## src/rtl/scalar_alu_pkg.sv

```systemverilog
package scalar_alu_pkg;

   typedef enum logic [3:0] {
      OP_ADDU  = 4'd0,
      OP_ADDS  = 4'd1,
      OP_ADDC  = 4'd2,
      OP_MUL   = 4'd3,
      OP_SHL   = 4'd4,
      OP_SHR   = 4'd5,
      OP_AND32 = 4'd6,
      OP_BFE   = 4'd7,
      OP_AND64 = 4'd8,
      OP_ANDN  = 4'd9,
      OP_OR64  = 4'd10,
      OP_ORN   = 4'd11,
      OP_NOR64 = 4'd12,
      OP_SEL32 = 4'd13,
      OP_SEL64 = 4'd14
   } salu_op_e;

   // function codes of the wide logic unit (low three opcode bits)
   localparam logic [2:0] LF_AND  = 3'd0;
   localparam logic [2:0] LF_ANDN = 3'd1;
   localparam logic [2:0] LF_OR   = 3'd2;
   localparam logic [2:0] LF_ORN  = 3'd3;
   localparam logic [2:0] LF_NOR  = 3'd4;

endpackage

```

## src/rtl/salu_arith.sv

```systemverilog
// Adders and multiplier on one half-width word.
module salu_arith #(
   parameter int unsigned W       = 32,
   parameter bit          HAS_MUL = 1'b1
) (
   input  logic [W-1:0] a_i,
   input  logic [W-1:0] b_i,
   input  logic         cin_i,
   output logic [W-1:0] sum_o,
   output logic         carry_o,
   output logic         ovf_o,
   output logic [W-1:0] sumc_o,
   output logic         carryc_o,
   output logic [W-1:0] mul_o
);

   logic [W:0] first_add;
   logic [W:0] second_add;

   assign first_add  = {1'b0, a_i} + {1'b0, b_i};
   assign second_add = {1'b0, first_add[W-1:0]} + {{W{1'b0}}, cin_i};

   assign sum_o    = first_add[W-1:0];
   assign carry_o  = first_add[W];
   assign ovf_o    = (a_i[W-1] == b_i[W-1]) && (first_add[W-1] != a_i[W-1]);
   assign sumc_o   = second_add[W-1:0];
   assign carryc_o = first_add[W] | second_add[W];

   generate
      if (HAS_MUL) begin : g_mul
         logic signed [2*W-1:0] a_ext;
         logic signed [2*W-1:0] b_ext;
         logic signed [2*W-1:0] prod;
         logic        [W-1:0]   prod_high_unused;
         assign a_ext = {{W{a_i[W-1]}}, a_i};
         assign b_ext = {{W{b_i[W-1]}}, b_i};
         assign prod  = a_ext * b_ext;
         assign mul_o = prod[W-1:0];
         assign prod_high_unused = prod[2*W-1:W];
      end else begin : g_no_mul
         assign mul_o = '0;
      end
   endgenerate

endmodule

```

## src/rtl/salu_shift_bfe.sv

```systemverilog
// Logical shifts and unsigned bitfield extract on one half-width word.
module salu_shift_bfe #(
   parameter int unsigned W       = 32,
   parameter int unsigned WID_LSB = 16
) (
   input  logic [W-1:0] a_i,
   input  logic [W-1:0] b_i,
   output logic [W-1:0] shl_o,
   output logic [W-1:0] shr_o,
   output logic [W-1:0] bfe_o
);

   localparam int unsigned SHW = $clog2(W);
   localparam int unsigned WB  = SHW + 2;

   logic [SHW-1:0] amount;
   logic [WB-1:0]  field_w;
   logic [W-1:0]   shifted;
   logic [W-1:0]   field_mask;
   logic [W-1:0]   all_ones;
   logic           b_unused_bits;

   assign amount   = b_i[SHW-1:0];
   assign field_w  = b_i[WID_LSB +: WB];
   assign all_ones = '1;

   assign shl_o   = a_i << amount;
   assign shr_o   = a_i >> amount;
   assign shifted = shr_o;

   always_comb begin
      if (32'(field_w) >= W) field_mask = all_ones;
      else                   field_mask = ~(all_ones << field_w);
   end

   assign bfe_o = shifted & field_mask;

   generate
      if (WID_LSB + WB < W) begin : g_tail
         assign b_unused_bits = ^{b_i[W-1:WID_LSB+WB], b_i[WID_LSB-1:SHW]};
      end else begin : g_no_tail
         assign b_unused_bits = ^b_i[WID_LSB-1:SHW];
      end
   endgenerate

endmodule

```

## src/rtl/salu_logic_wide.sv

```systemverilog
// Double-width bitwise unit, evaluated per half-word, with nonzero detect.
module salu_logic_wide #(
   parameter int unsigned W = 32
) (
   input  logic [2*W-1:0] a_i,
   input  logic [2*W-1:0] b_i,
   input  logic [2:0]     fn_i,
   output logic [2*W-1:0] y_o,
   output logic           nz_o
);
   import scalar_alu_pkg::*;

   localparam int unsigned NHALF = 2;

   logic [NHALF-1:0] half_nz;

   generate
      for (genvar h = 0; h < NHALF; h++) begin : g_half
         logic [W-1:0] x;
         logic [W-1:0] y;
         logic [W-1:0] z;
         assign x = a_i[h*W +: W];
         assign y = b_i[h*W +: W];
         always_comb begin
            case (fn_i)
               LF_AND:  z = x & y;
               LF_ANDN: z = x & ~y;
               LF_OR:   z = x | y;
               LF_ORN:  z = x | ~y;
               LF_NOR:  z = ~(x | y);
               default: z = '0;
            endcase
         end
         assign y_o[h*W +: W] = z;
         assign half_nz[h]    = |z;
      end
   endgenerate

   assign nz_o = |half_nz;

endmodule

```

## src/rtl/scalar_alu.sv

```systemverilog
module scalar_alu #(
   parameter int unsigned WORD_W      = 32,
   parameter int unsigned BFE_WID_LSB = 16,
   parameter bit          HAS_MUL     = 1'b1
) (
   input  logic                  clk,
   input  logic                  rst_n,
   input  logic                  in_valid_i,
   input  logic [3:0]            op_i,
   input  logic [2*WORD_W-1:0]   src0_i,
   input  logic [2*WORD_W-1:0]   src1_i,
   input  logic                  flag_i,
   output logic [2*WORD_W-1:0]   res_o,
   output logic                  res_valid_o,
   output logic                  res_wide_o,
   output logic                  flag_o,
   output logic                  illegal_o
);
   import scalar_alu_pkg::*;

   localparam int unsigned DW  = 2 * WORD_W;
   localparam int unsigned SHW = $clog2(WORD_W);
   localparam int unsigned WB  = SHW + 2;
   localparam bit CFG_OK = (WORD_W >= 8) && ((WORD_W & (WORD_W - 1)) == 0)
                           && (BFE_WID_LSB >= SHW) && (BFE_WID_LSB + WB <= WORD_W);

   generate
      if (!CFG_OK) begin : g_cfg_bad
         $error("scalar_alu: WORD_W must be a power of two >= 8 and the extract width field must fit");
      end
   endgenerate

   // ---- operand split ----
   logic [WORD_W-1:0] a_lo;
   logic [WORD_W-1:0] b_lo;
   assign a_lo = src0_i[WORD_W-1:0];
   assign b_lo = src1_i[WORD_W-1:0];

   // ---- units ----
   logic [WORD_W-1:0] sum_w, sumc_w, mul_w, shl_w, shr_w, bfe_w;
   logic              carry_w, ovf_w, carryc_w;
   logic [DW-1:0]     logic_w;
   logic              logic_nz;

   salu_arith #(.W(WORD_W), .HAS_MUL(HAS_MUL)) arith_i (
      .a_i      (a_lo),
      .b_i      (b_lo),
      .cin_i    (flag_i),
      .sum_o    (sum_w),
      .carry_o  (carry_w),
      .ovf_o    (ovf_w),
      .sumc_o   (sumc_w),
      .carryc_o (carryc_w),
      .mul_o    (mul_w)
   );

   salu_shift_bfe #(.W(WORD_W), .WID_LSB(BFE_WID_LSB)) shift_i (
      .a_i   (a_lo),
      .b_i   (b_lo),
      .shl_o (shl_w),
      .shr_o (shr_w),
      .bfe_o (bfe_w)
   );

   salu_logic_wide #(.W(WORD_W)) logic_i (
      .a_i  (src0_i),
      .b_i  (src1_i),
      .fn_i (op_i[2:0]),
      .y_o  (logic_w),
      .nz_o (logic_nz)
   );

   // ---- result and flag selection ----
   logic [WORD_W-1:0] narrow_res;
   logic [DW-1:0]     next_res;
   logic              next_flag;
   logic              next_wide;
   logic              legal;
   logic              narrow_nz;

   always_comb begin
      narrow_res = '0;
      case (op_i)
         OP_ADDU, OP_ADDS: narrow_res = sum_w;
         OP_ADDC:          narrow_res = sumc_w;
         OP_MUL:           narrow_res = mul_w;
         OP_SHL:           narrow_res = shl_w;
         OP_SHR:           narrow_res = shr_w;
         OP_AND32:         narrow_res = a_lo & b_lo;
         OP_BFE:           narrow_res = bfe_w;
         OP_SEL32:         narrow_res = flag_i ? a_lo : b_lo;
         default:          narrow_res = '0;
      endcase
   end

   assign narrow_nz = |narrow_res;

   always_comb begin
      next_res  = {{WORD_W{1'b0}}, narrow_res};
      next_flag = flag_i;
      next_wide = 1'b0;
      legal     = 1'b1;
      case (op_i)
         OP_ADDU:  next_flag = carry_w;
         OP_ADDS:  next_flag = ovf_w;
         OP_ADDC:  next_flag = carryc_w;
         OP_MUL:   legal     = HAS_MUL;
         OP_SHL, OP_SHR, OP_AND32, OP_BFE:
                   next_flag = narrow_nz;
         OP_AND64, OP_ANDN, OP_OR64, OP_ORN, OP_NOR64: begin
            next_res  = logic_w;
            next_flag = logic_nz;
            next_wide = 1'b1;
         end
         OP_SEL32: next_flag = flag_i;
         OP_SEL64: begin
            next_res  = flag_i ? src0_i : src1_i;
            next_wide = 1'b1;
         end
         default:  legal = 1'b0;
      endcase
      if (!legal) begin
         next_res  = '0;
         next_flag = flag_i;
         next_wide = 1'b0;
      end
   end

   // ---- output stage ----
   always_ff @(posedge clk or negedge rst_n) begin
      if (!rst_n) begin
         res_o       <= '0;
         res_valid_o <= 1'b0;
         res_wide_o  <= 1'b0;
         flag_o      <= 1'b0;
         illegal_o   <= 1'b0;
      end else if (in_valid_i) begin
         res_o       <= next_res;
         res_valid_o <= legal;
         res_wide_o  <= next_wide;
         flag_o      <= next_flag;
         illegal_o   <= ~legal;
      end else begin
         res_o       <= '0;
         res_valid_o <= 1'b0;
         res_wide_o  <= 1'b0;
         flag_o      <= flag_i;
         illegal_o   <= 1'b0;
      end
   end

endmodule

```

## config.mk

```make
export PLATFORM = sky130hd
export DESIGN_NAME = scalar_alu
export DESIGN_NICKNAME = d
export VERILOG_FILES = /design/src/rtl/scalar_alu_pkg.sv /design/src/rtl/salu_arith.sv /design/src/rtl/salu_shift_bfe.sv /design/src/rtl/salu_logic_wide.sv /design/src/rtl/scalar_alu.sv
export SDC_FILE = /design/constraint.sdc
export NUM_CORES = 2
export LEC_CHECK = 0
export ABC_AREA = 1
export BUFFER_PORTS_ARGS = -buffer_cell sky130_fd_sc_hd__clkbuf_2
export CAP_MARGIN = 20
export CORE_MARGIN = 3
export CORE_UTILIZATION = 42
export DETAILED_ROUTE_END_ITERATION = 8
export GPL_ROUTABILITY_DRIVEN = 0
export PLACE_DENSITY_LB_ADDON = 0.08
export SYNTH_ARGS = -nofsm -noshare
export SYNTH_HDL_FRONTEND = slang
export SYNTH_SLANG_ARGS = --single-unit
```

## constraint.sdc

```tcl
create_clock -name clk -period 0.8 [get_ports clk]
set_input_delay 0.04 -clock clk [delete_from_list [all_inputs] [get_ports clk]]
set_output_delay 0.04 -clock clk [all_outputs]
set_load 0.05 [all_outputs]
```

==> impl_metrics.toml <==
[outcome]
status = "finished, violations left"
violations = "design-rule violations, negative setup slack"

[floorplan]
ios = 204
fp-row-count = 101
die_w_um = 286
start_util_pct = 42.8
die_area_um2 = 81600
fp.dieH_um = 286
core_um2 = 76700

[sta]
rsz0062_at_grt = "true"
finalCritPeriodShare_pct = 818
worst_slew_pin_slew_ns = 0.937
setup_viol = 135
hold_viol_final = 0
timing.fmax_mhz = 153
setup_slack_ns = -5.75
maxSlewViolCount = 0
slew_headroom_pct = 36.8
min_period_ns = 6.55

[placed_design]
dp.cells = 7246
hpwl_um = 127000
portBuffers = 203

[detailed_routing]
vias = 39500
ant_nets = 0
drt-total-wl_um = 159000
drt_iter0_drc = 4359
routed_via_density = 5.35
wire_per_inst_um = 21.6
drc = 1
firstDrtPassIters = 9

[synthesis]
ys_warn_count = 0
synthXorXnorAreaFrac_pct = 0.587
synth_top_family_by_area = "adder cells"
synth_adder_area_share_pct = 35.6
synth_edf_count = 0
synth-compound-area-share_pct = 13.1
async_flop_share_pct = 100
synthFlopType = "dfrtp_1"
syn_area_per_cell_um2 = 6.28
synth-seq-area-share_pct = 5.18
syn-num-nets = 6051
synthMuxAreaShare_pct = 0.396
synthSimpleGateAreaFrac_pct = 28.9
syn_inst = 5226
syn_area_um2 = 32800
ys_ff_latch = 68
ys_types = 59

[clock_tree]
clock_path_buffers = 2
cts.sinks = 68
clk_pin_slew_worst_paths_ns = 0.06
tritoncts = "yes"
cts_inserted_buffers = 9
root_buffer = "clkbuf_16"
h-tree-depth = 3

[worst_setup_path]
worst_path_most_repeated_cell = "fa_1"
critPathRequiredTime_ns = 1.04
cpPeakStageDelay_ns = 0.53
slowest_stage = "fa_1"
worstPathArrival_ns = 6.78
crit_path_end_kind = "flip-flop"
worstSetupPathType = "input pin to flip-flop"
crit_path_max_fanout = 5
critPathLaunchType = "input pin"

[global_routing]
grt_max_degree = 69
grt_first_pass_wirelength_um = 233000
track_usage_pct = 37.4
antenna_found_initial = 6
grt_pass1_vias = 38400
gr-total-overflow = 0

[layout]
drive_above_1_share_pct = 30.9
ff_latch_area_um2 = 1700
multiInputGateArea_um2 = 28600
final_util_pct = 63.5
fin_nets = 7160
num-fill-cells = 6901
area_delta_synth_final_pct = 48.3
final_cells = 7374

[hold_path]
hold_path.class = "input pin to flip-flop"

[power]
peakVddDrop_v = 0.00809
p_leak_nw = 27.1
power.density_nw_per_um2 = 3870

[flow_run]
drv_cap = 0
[layout make-up]
cell class              count  area share [%]
repair buffers           1346            25.3
diodes                      5          0.0257
multi-input cells        3746            58.8
well taps                1030            2.65
clock inverters             5           0.159
clock buffers              10           0.470
flip-flops and latches     68            3.50
inverters                1164            9.16
[flip-flops by register name, summed over array words and instances (netlist names)]
name         count
res_o           64
flag_o           1
illegal_o        1
res_valid_o      1
res_wide_o       1
[logic make-up after synthesis]
| family | count (synthesis) |
|---|---|
| AND/OR/NAND/NOR | 2264 |
| flip-flops | 68 |
| buffers and inverters | 1412 |
| XOR/XNOR | 22 |
| adder cells (fa/ha/maj) | 689 |
| multiplexers | 13 |
| AO/OA/AOI/OAI | 758 |
[cells in the mapped netlist, types with 32 or more instances]
cell type	count	share of area, %
a21oi_1	113	1.7
a22oi_1	46	1.1
buf_1	40	0.46
buf_2	32	0.49
clkbuf_1	174	2.0
dfrtp_1	68	5.2
fa_1	409	25
ha_1	280	11
inv_1	1126	13
nand2_1	1517	17
nand3_1	218	3.3
nand4_1	90	1.7
nor2_1	298	3.4
o21ai_0	443	6.8
[per-stage QoR]
| stage | instance area [um2] | setup TNS, ns | total power, mW | hold slack [ns] | setup WS (ns) |
|---|---|---|---|---|---|
| 2_1_floorplan | 34000 | -155.02 | 98.7 | -0.256 | -5.87 |
| 3_3_place_gp | 43500 | -204.09 | 145 | 0.0953 | -6.15 |
| 3_5_place_dp | 43500 | -206.06 | 146 | 0.0951 | -6.21 |
| 4_1_cts | 46900 | -179.61 | 168 | 0.104 | -5.59 |
| 5_1_grt | 48700 | -188.31 | 197 | 0.134 | -5.90 |
| 6_report | 48700 | -180.99 | 189 | 0.134 | -5.75 |
[timing repair]
item | in CTS | in global routing
endpoints found under the hold margin | 68 | 0
hold buffers | 1 | 0
setup buffers | 55 | 73
resized for setup | 562 | 425
setup endpoints to repair | 135 | 135
pin swaps | 202 | 256
cloned | 12 | 7
[worst max-delay path, delay by kind of cell]
| family | cells | cell delay (ns) |
|---|---|---|
| AOI/OAI and AO/OA | 3 | 0.40 |
| buffers and inverters | 9 | 0.84 |
| adders and majority gates | 9 | 4.34 |
| and+or+nand+nor | 9 | 1.11 |
[metal layers]
metal / GRT usage [%] / routed length (um) / share of wire [%]
met3: 9.49 / 18000 / 11
met2: 57.3 / 67600 / 42
met5: 0 / 13 / 0.0082
met4: 19.7 / 11200 / 7.0
met1: 48.7 / 62500 / 39
[report_power, final]
| group | switching [mW] | total, mW | internal (mW) |
|---|---|---|---|
| registers | 0.323 | 4.17 | 3.85 |
| clock network | 1.53 | 4.23 | 2.70 |
| logic | 96.7 | 180 | 83.7 |
[layout by cell type (no fill, tap or decap), types with 60 or more instances in the layout]
cell	count
nand4_1	90
buf_4	941
fa_1	358
nand2_1	1456
nand2_2	66
a21oi_1	84
o21ai_0	344
o21ai_1	69
ha_4	71
buf_8	60
ha_1	208
nor2_1	250
nand3_1	175
dfrtp_1	67
buf_6	93
inv_2	79
inv_1	1064
buf_12	83
clkbuf_2	103
[worst paths after layout]
check                                       to       from  depth (start not counted)
min in group asynchronous  res_o[57]$_DFF_PN0_      rst_n                          3
max in group asynchronous  res_o[24]$_DFF_PN0_      rst_n                          3
worst max-delay path          flag_o$_DFF_PN0_  src1_i[4]                         30
worst min-delay path       illegal_o$_DFF_PN0_    op_i[1]                          4
No activity file was read; power rests on OpenSTA's default activity.
